[src/rtl/ldq_pkg.sv]
package ldq_pkg;
    typedef enum logic {
        LQ_RUN    = 1'b0,
        LQ_SQUASH = 1'b1
    } lq_state_e;

    typedef enum logic [1:0] {
        EX_ISSUE     = 2'd0,
        EX_UNC_EARLY = 2'd1,
        EX_PARTIAL   = 2'd2,
        EX_PORT_BUSY = 2'd3
    } ex_class_e;
endpackage

[src/rtl/ldq_seq_store.sv]
module ldq_seq_store #(
    parameter int SLOTS = 16,
    parameter int SEQ_W = 16,
    parameter int IDX_W = $clog2(SLOTS)
) (
    input  logic             clk,
    input  logic             rst_n,
    input  logic             wr_en,
    input  logic [IDX_W-1:0] wr_idx,
    input  logic [SEQ_W-1:0] wr_seq,
    input  logic [IDX_W-1:0] rd_a_idx,
    input  logic [IDX_W-1:0] rd_b_idx,
    input  logic [IDX_W-1:0] rd_c_idx,
    output logic [SEQ_W-1:0] rd_a_seq,
    output logic [SEQ_W-1:0] rd_b_seq,
    output logic [SEQ_W-1:0] rd_c_seq
);
    logic [SEQ_W-1:0] mem [SLOTS];

    function automatic logic [SEQ_W-1:0] pick(input logic [IDX_W-1:0] idx);
        logic [SEQ_W-1:0] v;
        v = '0;
        for (int i = 0; i < SLOTS; i++) begin
            if (idx == IDX_W'(i)) v = mem[i];
        end
        return v;
    endfunction

    always_ff @(posedge clk or negedge rst_n) begin
        if (!rst_n) begin
            for (int i = 0; i < SLOTS; i++) mem[i] <= '0;
        end else if (wr_en) begin
            for (int i = 0; i < SLOTS; i++) begin
                if (wr_idx == IDX_W'(i)) mem[i] <= wr_seq;
            end
        end
    end

    always_comb begin
        rd_a_seq = pick(rd_a_idx);
        rd_b_seq = pick(rd_b_idx);
        rd_c_seq = pick(rd_c_idx);
    end
endmodule

[src/rtl/ldq_ring_ctrl.sv]
module ldq_ring_ctrl
    import ldq_pkg::*;
#(
    parameter int SLOTS = 16,
    parameter int SEQ_W = 16,
    parameter int IDX_W = $clog2(SLOTS),
    parameter int CNT_W = $clog2(SLOTS)
) (
    input  logic             clk,
    input  logic             rst_n,
    input  logic             alloc_go,
    input  logic             commit_go,
    input  logic [SEQ_W-1:0] commit_seq,
    input  logic             squash_go,
    input  logic [SEQ_W-1:0] squash_seq,
    input  logic [SEQ_W-1:0] head_seq,
    input  logic [SEQ_W-1:0] tail_prev_seq,
    output logic [IDX_W-1:0] head,
    output logic [IDX_W-1:0] tail,
    output logic [IDX_W-1:0] tail_prev,
    output logic [CNT_W-1:0] count,
    output logic             busy
);
    localparam logic [IDX_W-1:0] LAST_IDX = IDX_W'(SLOTS - 1);

    lq_state_e        state_q, state_d;
    logic [IDX_W-1:0] head_d, tail_d;
    logic [CNT_W-1:0] count_d;
    logic [SEQ_W-1:0] cut_q, cut_d;
    logic             do_rel;

    function automatic logic [IDX_W-1:0] step_up(input logic [IDX_W-1:0] i);
        return (i == LAST_IDX) ? '0 : i + 1'b1;
    endfunction

    assign tail_prev = (tail == '0) ? LAST_IDX : tail - 1'b1;
    assign busy      = (state_q == LQ_SQUASH);

    always_ff @(posedge clk or negedge rst_n) begin
        if (!rst_n) begin
            state_q <= LQ_RUN;
            head    <= '0;
            tail    <= '0;
            count   <= '0;
            cut_q   <= '0;
        end else begin
            state_q <= state_d;
            head    <= head_d;
            tail    <= tail_d;
            count   <= count_d;
            cut_q   <= cut_d;
        end
    end

    always_comb begin
        state_d = state_q;
        head_d  = head;
        tail_d  = tail;
        count_d = count;
        cut_d   = cut_q;
        do_rel  = 1'b0;
        unique case (state_q)
            LQ_RUN: begin
                if (squash_go) begin
                    state_d = LQ_SQUASH;
                    cut_d   = squash_seq;
                end else begin
                    do_rel = commit_go && (count != '0) && (head_seq <= commit_seq);
                    if (alloc_go) tail_d = step_up(tail);
                    if (do_rel)   head_d = step_up(head);
                    unique case ({alloc_go, do_rel})
                        2'b10:   count_d = count + 1'b1;
                        2'b01:   count_d = count - 1'b1;
                        default: count_d = count;
                    endcase
                end
            end
            LQ_SQUASH: begin
                if ((count != '0) && (tail_prev_seq > cut_q)) begin
                    tail_d  = tail_prev;
                    count_d = count - 1'b1;
                end else begin
                    state_d = LQ_RUN;
                end
            end
            default: state_d = LQ_RUN;
        endcase
    end
endmodule

[src/rtl/ldq_replay_track.sv]
module ldq_replay_track
    import ldq_pkg::*;
#(
    parameter int SEQ_W = 16,
    parameter int IDX_W = 4
) (
    input  logic             clk,
    input  logic             rst_n,
    input  logic             exec_go,
    input  logic [IDX_W-1:0] exec_idx,
    input  logic [SEQ_W-1:0] exec_seq,
    input  logic             exec_uncached,
    input  logic             exec_at_commit,
    input  logic             exec_partial,
    input  logic [SEQ_W-1:0] exec_store_seq,
    input  logic             exec_port_busy,
    input  logic [IDX_W-1:0] head,
    input  logic             squash_go,
    input  logic [SEQ_W-1:0] squash_seq,
    input  logic             stall_clear,
    input  logic             blk_clear,
    input  logic             blk_handled_set,
    output logic             resp_valid,
    output logic             resp_issue,
    output logic             resp_resched,
    output logic             resp_fault,
    output logic             stall_active,
    output logic [SEQ_W-1:0] stall_store_seq,
    output logic [IDX_W-1:0] stall_load_idx,
    output logic             blk_active,
    output logic             blk_handled,
    output logic [SEQ_W-1:0] blk_seq
);
    ex_class_e        ex_class;
    logic [SEQ_W-1:0] stall_load_seq;
    logic             stall_take, blk_take, stall_cut, blk_cut;

    always_comb begin
        if (exec_uncached && ((exec_idx != head) || !exec_at_commit)) ex_class = EX_UNC_EARLY;
        else if (exec_partial)                                          ex_class = EX_PARTIAL;
        else if (exec_port_busy)                                        ex_class = EX_PORT_BUSY;
        else                                                            ex_class = EX_ISSUE;
    end

    assign stall_take = exec_go && (ex_class == EX_PARTIAL) &&
                        (!stall_active || (exec_seq < stall_load_seq));
    assign blk_take   = exec_go && (ex_class == EX_PORT_BUSY) &&
                        !(blk_active && (blk_seq < exec_seq));
    assign stall_cut  = squash_go && stall_active && (stall_load_seq > squash_seq);
    assign blk_cut    = squash_go && blk_active && (blk_seq > squash_seq);

    always_ff @(posedge clk or negedge rst_n) begin
        if (!rst_n) begin
            resp_valid   <= 1'b0;
            resp_issue   <= 1'b0;
            resp_resched <= 1'b0;
            resp_fault   <= 1'b0;
        end else begin
            resp_valid   <= exec_go;
            resp_issue   <= 1'b0;
            resp_resched <= 1'b0;
            resp_fault   <= 1'b0;
            if (exec_go) begin
                unique case (ex_class)
                    EX_UNC_EARLY: begin
                        resp_resched <= 1'b1;
                        resp_fault   <= 1'b1;
                    end
                    EX_PARTIAL:   resp_resched <= 1'b1;
                    EX_PORT_BUSY: resp_issue   <= 1'b0;
                    EX_ISSUE:     resp_issue   <= 1'b1;
                    default:      resp_issue   <= 1'b0;
                endcase
            end
        end
    end

    always_ff @(posedge clk or negedge rst_n) begin
        if (!rst_n) begin
            stall_active    <= 1'b0;
            stall_store_seq <= '0;
            stall_load_idx  <= '0;
            stall_load_seq  <= '0;
        end else if (stall_take) begin
            stall_active    <= 1'b1;
            stall_store_seq <= exec_store_seq;
            stall_load_idx  <= exec_idx;
            stall_load_seq  <= exec_seq;
        end else if (stall_clear || stall_cut) begin
            stall_active    <= 1'b0;
        end
    end

    always_ff @(posedge clk or negedge rst_n) begin
        if (!rst_n) begin
            blk_active  <= 1'b0;
            blk_handled <= 1'b0;
            blk_seq     <= '0;
        end else if (blk_take) begin
            blk_active  <= 1'b1;
            blk_handled <= 1'b0;
            blk_seq     <= exec_seq;
        end else begin
            if (blk_clear || blk_cut) blk_active  <= 1'b0;
            if (blk_handled_set)      blk_handled <= 1'b1;
        end
    end
endmodule

[src/rtl/ldq_replay.sv]
module ldq_replay
    import ldq_pkg::*;
#(
    parameter  int SLOTS = 16,
    parameter  int SEQ_W = 16,
    localparam int IDX_W = $clog2(SLOTS),
    localparam int CNT_W = $clog2(SLOTS)
) (
    input  logic             clk,
    input  logic             rst_n,
    input  logic             alloc_valid,
    input  logic [SEQ_W-1:0] alloc_seq,
    output logic [IDX_W-1:0] alloc_idx,
    input  logic             exec_valid,
    input  logic [IDX_W-1:0] exec_idx,
    input  logic             exec_uncached,
    input  logic             exec_at_commit,
    input  logic             exec_partial,
    input  logic [SEQ_W-1:0] exec_store_seq,
    input  logic             exec_port_busy,
    output logic             resp_valid,
    output logic             resp_issue,
    output logic             resp_resched,
    output logic             resp_fault,
    input  logic             commit_valid,
    input  logic [SEQ_W-1:0] commit_seq,
    input  logic             squash_valid,
    input  logic [SEQ_W-1:0] squash_seq,
    input  logic             stall_clear,
    input  logic             blk_clear,
    input  logic             blk_handled_set,
    input  logic [CNT_W-1:0] store_free,
    output logic             full,
    output logic [CNT_W-1:0] count,
    output logic [CNT_W-1:0] free_entries,
    output logic             busy,
    output logic             stall_active,
    output logic [SEQ_W-1:0] stall_store_seq,
    output logic [IDX_W-1:0] stall_load_idx,
    output logic             blk_active,
    output logic             blk_handled,
    output logic [SEQ_W-1:0] blk_seq
);
    localparam logic [CNT_W-1:0] CAP = CNT_W'(SLOTS - 1);

    logic [IDX_W-1:0] head, tail, tail_prev;
    logic [SEQ_W-1:0] head_seq, tail_prev_seq, exec_seq;
    logic             alloc_go, exec_go, commit_go, squash_go, idle;
    logic [CNT_W-1:0] load_free;

    assign idle      = !busy && !squash_valid;
    assign full      = (count >= CAP);
    assign alloc_go  = alloc_valid && !full && idle;
    assign exec_go   = exec_valid && idle;
    assign commit_go = commit_valid && idle;
    assign squash_go = squash_valid && !busy;
    assign alloc_idx = tail;

    assign load_free    = CAP - count;
    assign free_entries = (store_free < load_free) ? store_free : load_free;

    ldq_seq_store #(.SLOTS(SLOTS), .SEQ_W(SEQ_W), .IDX_W(IDX_W)) store_i (
        .clk(clk), .rst_n(rst_n),
        .wr_en(alloc_go), .wr_idx(tail), .wr_seq(alloc_seq),
        .rd_a_idx(head), .rd_b_idx(tail_prev), .rd_c_idx(exec_idx),
        .rd_a_seq(head_seq), .rd_b_seq(tail_prev_seq), .rd_c_seq(exec_seq)
    );

    ldq_ring_ctrl #(.SLOTS(SLOTS), .SEQ_W(SEQ_W), .IDX_W(IDX_W), .CNT_W(CNT_W)) ring_i (
        .clk(clk), .rst_n(rst_n),
        .alloc_go(alloc_go), .commit_go(commit_go), .commit_seq(commit_seq),
        .squash_go(squash_go), .squash_seq(squash_seq),
        .head_seq(head_seq), .tail_prev_seq(tail_prev_seq),
        .head(head), .tail(tail), .tail_prev(tail_prev),
        .count(count), .busy(busy)
    );

    ldq_replay_track #(.SEQ_W(SEQ_W), .IDX_W(IDX_W)) track_i (
        .clk(clk), .rst_n(rst_n),
        .exec_go(exec_go), .exec_idx(exec_idx), .exec_seq(exec_seq),
        .exec_uncached(exec_uncached), .exec_at_commit(exec_at_commit),
        .exec_partial(exec_partial), .exec_store_seq(exec_store_seq),
        .exec_port_busy(exec_port_busy), .head(head),
        .squash_go(squash_go), .squash_seq(squash_seq),
        .stall_clear(stall_clear), .blk_clear(blk_clear),
        .blk_handled_set(blk_handled_set),
        .resp_valid(resp_valid), .resp_issue(resp_issue),
        .resp_resched(resp_resched), .resp_fault(resp_fault),
        .stall_active(stall_active), .stall_store_seq(stall_store_seq),
        .stall_load_idx(stall_load_idx), .blk_active(blk_active),
        .blk_handled(blk_handled), .blk_seq(blk_seq)
    );
endmodule

[config.mk]
export PLATFORM = sky130hd
export DESIGN_NAME = ldq_replay
export DESIGN_NICKNAME = d
export VERILOG_FILES = /design/src/rtl/ldq_pkg.sv /design/src/rtl/ldq_seq_store.sv /design/src/rtl/ldq_ring_ctrl.sv /design/src/rtl/ldq_replay_track.sv /design/src/rtl/ldq_replay.sv
export SDC_FILE = /design/constraint.sdc
export NUM_CORES = 1
export LEC_CHECK = 0
export ABC_AREA = 1
export BUFFER_PORTS_ARGS = -buffer_cell sky130_fd_sc_hd__buf_2
export CAP_MARGIN = 10
export CELL_PAD_IN_SITES_DETAIL_PLACEMENT = 1
export CELL_PAD_IN_SITES_GLOBAL_PLACEMENT = 1
export CORE_MARGIN = 5
export CORE_UTILIZATION = 30
export CTS_BUF_LIST = sky130_fd_sc_hd__clkbuf_8
export DETAILED_ROUTE_END_ITERATION = 10
export PLACE_DENSITY = 0.57
export RECOVER_POWER = 25
export SLEW_MARGIN = 20
export SYNTH_ARGS = -nofsm -noshare
export SYNTH_HDL_FRONTEND = slang
export SYNTH_SLANG_ARGS = --single-unit
[constraint.sdc]
create_clock -name clk -period 4.8 [get_ports clk]
set_input_delay 0.48 -clock clk [delete_from_list [all_inputs] [get_ports clk]]
set_output_delay 0.48 -clock clk [all_outputs]
set_load 0.005 [all_outputs]
# Word level (Yosys, flattened, before mapping)
# Cells that the tools add are included.
# word_totals
register_bits	344
inputBits	85
word_cells	255
# classes
add_sub_neg	6
magnitude_cmp	8
n_eq_ne	70
n_mux	78
bitwise	2
reduce_logical	59
# op_table
cell	count
$mux W16	48
$eq A4 B4 Y1 const B	32
$eq A4 B3 Y1 const B	16
$gt A16 B16 Y1	3
$mux W4	9
$reduce_and A2 Y1	17
$eq A4 B2 Y1 const B	8
$lt A16 B16 Y1	2
$pmux W4 S2	3
$logic_and A1 B1 Y1	19
$eq A4 B1 Y1 const B	4
$le A16 B16 Y1	1
$logic_not A4 Y1	4
$mux W1	14
$add A4 B1 Y4 const B	3
$reduce_and A3 Y1	3
$sub A4 B1 Y4 const B	2
$eq A2 B2 Y1 const B	3
$logic_not A1 Y1	6
$mux W2	3
$reduce_bool A2 Y1	3
$eq A2 B1 Y1 const B	2
$ge A4 B4 Y1 const B	1
$logic_or A1 B1 Y1	4
11 further kinds	13

# Depth between registers and ports, before layout
# Gate-level depths: netlist of the first run.
# depth
ltp_word	23
ltp_mapped	35
depth_no_buf	35

# By module
# Synthesis of the first run repeated with hierarchy kept, for this count alone.
# hier_totals
cells_unflattened	3214
area_unflattened_um2	21974.8
# modules_own_cells
mod	n_inst	cells_per_inst	area_each_um2
ldq_seq_store	1	2360	15434.8
ldq_replay_track	1	507	4002.6
ldq_ring_ctrl	1	310	2323.5
ldq_replay	1	37	214.0

# Worst setup path before layout of the first run
# No wires, ideal clock.
# synth_timing
path_type	flip-flop to flip-flop
startpoint	register ring_i.head[0]
endpoint	register ring_i.count[3]
setup_ns	0.083
arrival_ns	4.008
t_required_ns	4.717
path_slack_ns	0.709
stages_incl_launch_ff	33
path_buffers	1
synth_period_minus_slack_ns	4.091
path_cell_list	dfrtp_1 -> inv_1 -> ha_1 -> inv_1 -> nor2_1 -> clkbuf_1 -> nand3_1 -> o211ai_1 -> o211ai_1 -> a31oi_1 -> o221ai_1 -> nand3_1 -> nand2_1 -> nand3_1 -> o211ai_1 -> nand3_1 -> nand2_1 -> a21oi_1 -> ha_1 -> a21oi_1 -> o21a_1 -> o221ai_1 -> nand2_1 -> o2111ai_1 -> nand2_1 -> nand2_1 -> inv_1 -> nand2_1 -> nand2_1 -> a21oi_1 -> a21oi_1 -> o211ai_1 -> o21ai_0
# synth_via
elab_chain_len	23
elab_cells_between_ends	41
cone_classes	order compare: 1; eq/ne: 18; mux: 19; reduce/logical: 3
# synth_rtl
element	line_no	source
from (decl)	ldq_ring_ctrl.sv:18	output logic [IDX_W-1:0] head,
from (signal assigned)	ldq_ring_ctrl.sv:42	head <= '0;
from (signal assigned)	ldq_ring_ctrl.sv:48	head <= head_d;
$logic_not A4 Y1	ldq_seq_store.sv:24	if (idx == IDX_W'(i)) v = mem[i];
$mux W16 (15 in series)	ldq_seq_store.sv:24	
$mux W16 (*)	ldq_seq_store.sv:24	
$le A16 B16 Y1 (*)	ldq_ring_ctrl.sv:68	do_rel = commit_go && (count != '0) && (head_seq <= commit_seq);
$logic_and A1 B1 Y1 (*)	ldq_ring_ctrl.sv:68	
$eq A2 B1 Y1 / $eq A2 B2 Y1 (equally long branches)	ldq_ring_ctrl.sv:71	unique case ({alloc_go, do_rel})
$pmux W4 S2	ldq_ring_ctrl.sv:71	
$mux W4	ldq_ring_ctrl.sv:64	if (squash_go) begin
$pmux W4 S2	ldq_ring_ctrl.sv:62	unique case (state_q)
to (signal assigned)	ldq_ring_ctrl.sv:50	count <= count_d;
to (decl)	ldq_ring_ctrl.sv:21	output logic [CNT_W-1:0] count,
# Every way passes the cells marked *; elsewhere a longest branch is shown, timed or not. The select of a mux whose other input is x is not followed.
# A chain may end at the register's enable or synchronous reset.

# Final worst setup path of the first run
# layout_timing
startpoint	register ring_i.head[1]
endpoint	register ring_i.count[3]
# The elaborated chain is that of the path after synthesis.

==> results of run 1 <==
final cells by class:
| type | instances | area share [%] |
|---|---|---|
| sequential | 344 | 29.7 |
| multi-input combinational | 2328 | 43.7 |
| clock buffer | 93 | 4.41 |
| tap | 969 | 4.18 |
| antenna | 1 | 0.00862 |
| clock inverter | 31 | 1.37 |
| timing repair buffer | 458 | 11.8 |
| inverter | 370 | 4.90 |
Yosys cell counts (all sizes together) (6+ instances only):
cell type	count	area, um^2
nand2	910	3450
o21ai	454	2270
inv	364	1370
dfrtp	344	8610
nand3	231	1160
nor2	195	790
a21oi	166	831
clkbuf	135	507
ha	115	1440
o211ai	69	518
nand4	49	307
buf	32	195
nor3	16	85.1
o221ai	16	140
or2	16	100
nand3b	14	105
o22ai	10	62.6
a221oi	9	78.8
a31oi	9	56.3
o21bai	9	67.6
xor2	9	78.8
a211oi	7	52.6
clkinv	6	27.5
o2111ai	6	52.6
report_power, final:
part	internal, mW	switching [mW]	total, mW
combinational	4.92	7.86	12.8
clock	2.27	1.49	3.75
sequential	4.06	1.26	5.32
metal layers:
metal  GRT usage, %  vias up
met5              0        -
met4           7.27        0
met3           5.65      142
met2           40.1      725
met1           38.2    12500
li1               -    11300
worst paths after layout:
check                                                              end  cells past startpoint  slack [ns]
worst min-delay path            track_i.stall_store_seq[7]$_DFFE_PN0P_                      3        0.06
max in group asynchronous                   ring_i.head[1]$_DFFE_PN0P_                      2        0.73
worst min register to register  track_i.stall_store_seq[4]$_DFFE_PN0P_                      2        0.48
worst max-delay path                       ring_i.count[3]$_DFFE_PN0P_                     34       -0.13
worst max register to register             ring_i.count[3]$_DFFE_PN0P_                     34       -0.13
min in group asynchronous                 store_i.mem[233]$_DFFE_PN0P_                      2        1.71
cell families (layout without fill, tap and decap cells):
kind of cell | Yosys count | count (layout) | synth area share [%]
and+or+nand+nor | 1433 | 1434 | 26.7
AOI/OAI and AO/OA | 769 | 769 | 18.9
buffers and inverters | 537 | 952 | 9.33
DFF | 344 | 344 | 38.3
adders and majority gates | 115 | 115 | 6.40
xor gates and xnor gates | 10 | 10 | 0.389
other | 0 | 1 | 0
per-stage QoR:
stage / power (mW) / utilization [%]
floorplan: 10.8 / -
global placement: 16.0 / 35.0
detailed placement: 16.3 / 35.0
CTS: 20.6 / 37.8
global route: 23.4 / 39.0
finish: 21.9 / 39.0
timing repair:
item                                    CTS  global route
hold buffers                              3             0
cloned                                    1             3
gates resized for setup                  74           193
setup buffers                            13            18
endpoints found under the setup margin   12            50
endpoints found under the hold margin    70             0
pin swaps                                36           113
worst max-delay path, delay by kind of cell (launching register included):
family	cells	cell delay [ns]
fa+ha+maj	2	0.46
flops	1	0.46
buf+inv	6	0.65
simple gates	13	1.29
compound gates	13	1.95
sequential cells by signal, indices dropped and copies added (netlist names):
signal	count
track_i.blk_seq	16
track_i.blk_handled	1
track_i.stall_active	1
track_i.resp_issue	1
ring_i.tail	4
track_i.resp_valid	1
ring_i.busy	1
track_i.resp_resched	1
ring_i.cut_q	16
track_i.stall_load_idx	4
track_i.stall_load_seq	16
track_i.resp_fault	1
ring_i.head	4
track_i.stall_store_seq	16
store_i.mem	256
track_i.blk_active	1
ring_i.count	4
layout by cell type (no fill, tap or decap), types with 14 or more instances in the layout:
master    count
o21ai_1      28
dfrtp_1     342
inv_2        15
ha_1        105
nand2_1     860
nand2_2      38
nand3_2      26
a21oi_2      27
nor2_1      168
clkbuf_8     93
o21ai_0     414
nand3b_1     14
nand3_1     204
or2_2        16
inv_1       353
nor2_2       20
o211ai_1     69
buf_4       279
nand4_1      49
buf_12       18
buf_2       140
a21oi_1     131
==> flow_metrics.tcl, run 1 <==
set metrics [dict create \
    cts_tree "built" \
    synthCells 3208 \
    n_fill_cell 9237 \
    cp-end-kind "flop" \
    wl_um 110000 \
    setup_viol 4 \
    cts_max_level 3 \
    drv_cap 1 \
    die_h_um 284 \
    worst_pin_slew_ns 3.61 \
    routed_via_density 5.37 \
    slew_viol_final 70 \
    required_ns 5.35 \
    cts_root_buf "clkbuf_8" \
    power.density_nw_per_um2 753 \
    routed.top_layer "met4" \
    routedWlPerCell_um 24.0 \
    gp_congestion 0.917 \
    grt_pass1_wl_um 164000 \
    crit_slowest_cell "dfrtp_2" \
    dp.final_hpwl_um 82400 \
    dieArea_um2 80500 \
    cellLeakagePower_nw 13.9 \
    ir_worst_vdd_uv 201 \
    path_clk_slew_ns 0.06 \
    cts_max_path_buffers 3 \
    coreArea_um2 74400 \
    r2r_start "ring_i.head[1]$_DFFE_PN0P_" \
    initial_utilization_pct 30.2 \
    synth_area_per_cell_um2 7.01 \
    ys.flop_type "dfrtp_1" \
    clock_latency_ns 0.67 \
    slowest_delay_ns 0.46 \
    cts_buffers 72 \
    antenna_found_initial 3 \
    dr.pass1.iters 7 \
    syn-cell-area_um2 22500 \
    ys_seq_elements 344 \
    overflow 0 \
    worst_hold_slack_ns 0.0626 \
    clock_sinks 344 \
    synth_edf_count 0 \
    crit_start "ring_i.head[1]$_DFFE_PN0P_" \
    status "finished with violations" \
    syn_to_final_growth_pct 29.0 \
    violations "capacitance limit, slew limit, setup timing" \
    placed_cells 4434 \
    relSlewSlack_pct -141 \
    synth_nets 3408 \
    yosys.cell_types.count 48 \
    worst_ep_arrival_time_ns 5.49 \
    clock_skew_ns 0.0407 \
    chipWidth_um 284 \
    met3_length_um 7310 \
    drt-initial-drc-count 1817 \
    critical_path_peak_fanout 7 \
    wl_met2_um 47700 \
    dpl_cell_area_um2 26100 \
    grtUsageTotal_pct 26.5 \
    min_path_type "input pin to flop" \
    async_reset_ff_share_pct 100 \
    crit_path_frequent_cell "nand2_2" \
    ys_seq_area_share_pct 38.3 \
    yosysWarnings 0 \
    drc_errors 0 \
    pre_cts_slack_ns -0.797 \
    drive_above_1_share_pct 22.1 \
    finalNonFillerCells 4594 \
    multi_input_area_um2 12700 \
    grt_max_degree 97 \
    rows 100 \
    wl_met1_um 52400 \
    max_freq_ghz 0.203 \
    io_pins 142 \
    rsz0062_at_grt "yes" \
    antenna_left 0 \
    grt_pass1_vias 25000 \
    port_buffers 141 \
    path_class "flop to flop" \
    fin_crit_ns 4.93 \
    hold_viol_final 0 \
    regArea_um2 8610 \
    nets 3774 \
    vias 24700 \
    layout_setup_ws_ns -0.132 \
    cp-start-kind "flop" \
    fin_crit_sh_pct 103 \
    hold_start "exec_store_seq[7]" \
    setup_tns_ns -0.277 \
    postLayoutCellArea_um2 29000 \
]
Note: power is estimated with default switching activity, not from simulation.
==> inputs of run 2 (changes only) <==
--- a/config.mk
+++ b/config.mk
@@ -10,6 +10,7 @@
 export CAP_MARGIN = 10
 export CELL_PAD_IN_SITES_DETAIL_PLACEMENT = 1
 export CELL_PAD_IN_SITES_GLOBAL_PLACEMENT = 1
+export CORE_ASPECT_RATIO = 0.9
 export CORE_MARGIN = 5
 export CORE_UTILIZATION = 30
 export CTS_BUF_LIST = sky130_fd_sc_hd__clkbuf_8
==> flow_metrics.tcl, run 2 (synthesized netlist as in run 1, its figures left out) <==
set metrics [dict create \
    status "finished with violations" \
    violations "capacitance limit, slew limit" \
    fin_crit_ns 4.79 \
    cts_max_level 3 \
    most-common-layout-cells "nand2_1, o21ai_0, inv_1" \
    setup_tns_ns 0 \
    nets 3736 \
    setup_viol 0 \
    critPathCapture "ring_i.count[3]$_DFFE_PN0P_" \
    worst_hold_slack_ns 0.0657 \
    slew_viol_final 95 \
    placed_cells 4394 \
    dieArea_um2 80600 \
    dr.pass1.iters 5 \
    rr_endpoint "ring_i.count[3]$_DFFE_PN0P_" \
    drt-initial-drc-count 2024 \
    antenna_left 0 \
    min_path_type "input pin to flop" \
    clock_sinks 344 \
    cp-start-kind "flop" \
    initial_utilization_pct 30.2 \
    rsz0062_at_grt "yes" \
    coreArea_um2 74500 \
    grt_use_met3_pct 4.38 \
    gp_congestion 0.939 \
    path_class "flop to flop" \
    r2r_setup_slack_ns 0.01 \
    final_util_pct 38.0 \
    r2r_start "ring_i.head[1]$_DFFE_PN0P_" \
    crit_buf_inv 6 \
    pre_cts_slack_ns -0.694 \
    hold_viol_final 0 \
    ir_worst_vdd_uv 288 \
    dp.final_hpwl_um 80800 \
    critical_path_peak_fanout 7 \
    routedWlPerCell_um 23.6 \
    layout_setup_ws_ns 0.0124 \
    slowest_delay_ns 0.38 \
    fin_crit_sh_pct 99.7 \
    layout_commonest_cell "nand2_1" \
    drive_above_1_share_pct 19.3 \
    overflow 0 \
    required_ns 5.35 \
    power.density_nw_per_um2 727 \
    path_clk_slew_ns 0.06 \
    crit_slowest_cell "dfrtp_1" \
    antenna_found_initial 7 \
    max_freq_ghz 0.209 \
    crit_start "ring_i.head[1]$_DFFE_PN0P_" \
    wl_um 108000 \
    total_power_mw 20.6 \
    relSlewSlack_pct -69.4 \
    cts_buffers 69 \
    chipWidth_um 299 \
    dpl_cell_area_um2 25800 \
    syn_to_final_growth_pct 26.0 \
    clock_skew_ns 0.0604 \
    cts_tree "built" \
    crit_family "compound AO/OA/AOI/OAI gates" \
    grt_pass1_vias 24800 \
    io_pins 142 \
    port_buffers 141 \
    use_met2_pct 38.7 \
    largest_register "store_i.mem" \
    r2r_cells 35 \
    die_h_um 270 \
    use_met1_pct 38.9 \
    finalNonFillerCells 4561 \
    cts_max_path_buffers 3 \
    rows 95 \
    clock_latency_ns 0.71 \
    routed_via_density 5.35 \
    grt_pass1_wl_um 161000 \
    grtUsageTotal_pct 26.1 \
    grt_max_degree 95 \
    cts_root_buf "clkbuf_8" \
    worst_ep_arrival_time_ns 5.34 \
    crit_cells 35 \
    drv_cap 1 \
    largest_reg_flops 256 \
    cp-end-kind "flop" \
    top_usage_layer "met1" \
    postLayoutCellArea_um2 28300 \
    drc_errors 0 \
    worst_pin_slew_ns 2.54 \
    vias 24400 \
    cellLeakagePower_nw 13.6 \
]
==> run 2: cell type report <==
class | count | area [um^2]
repair buffers | 423 | 3180
multi-input cells | 2328 | 12500
well taps | 970 | 1210
fillers | 9228 | 46200
inverters | 370 | 1400
flip-flops and latches | 344 | 8610
clock buffers | 90 | 1240
diodes | 5 | 12.5
clock inverters | 31 | 165
==> run 2: layer usage <==
layer,routed length (um),share of wire [%]
met5,13,0.012
met4,3110,2.9
met3,7240,6.7
met2,45100,42
met1,52300,49
==> run 2: worst min path at each step <==
stage	from	endpoint	cells past startpoint
floorplan	rst_n	ring_i.busy$_DFF_PN0_	0
global placement	track_i.stall_store_seq[2]$_DFFE_PN0P_	track_i.stall_store_seq[2]$_DFFE_PN0P_	2
detailed placement	track_i.stall_store_seq[5]$_DFFE_PN0P_	track_i.stall_store_seq[5]$_DFFE_PN0P_	2
CTS	squash_seq[13]	ring_i.cut_q[13]$_DFFE_PN0P_	3
global route	exec_store_seq[9]	track_i.stall_store_seq[9]$_DFFE_PN0P_	3
finish	exec_store_seq[9]	track_i.stall_store_seq[9]$_DFFE_PN0P_	3
==> run 2: tightest hold or removal path, delay by kind of cell <==
family | cells | cell delay (ns)
buffers and inverters | 1 | 0.08
and+or+nand+nor | 2 | 0.14
==> run 2: where the power goes <==
part           internal (mW)  total, mW  switching, mW
registers               4.06       5.34           1.28
clock network           1.72       3.18           1.46
logic                   4.59       12.1           7.47
total                   10.4       20.6           10.2
==> run 2: what timing repair did <==
item                                   CTS  global route
cloned                                   1             1
pin swaps                               33            62
hold buffers                            20             0
endpoints found under the hold margin  110             0
setup endpoints to repair               12            65
setup buffers                           12            10
gates resized for setup                 90           111
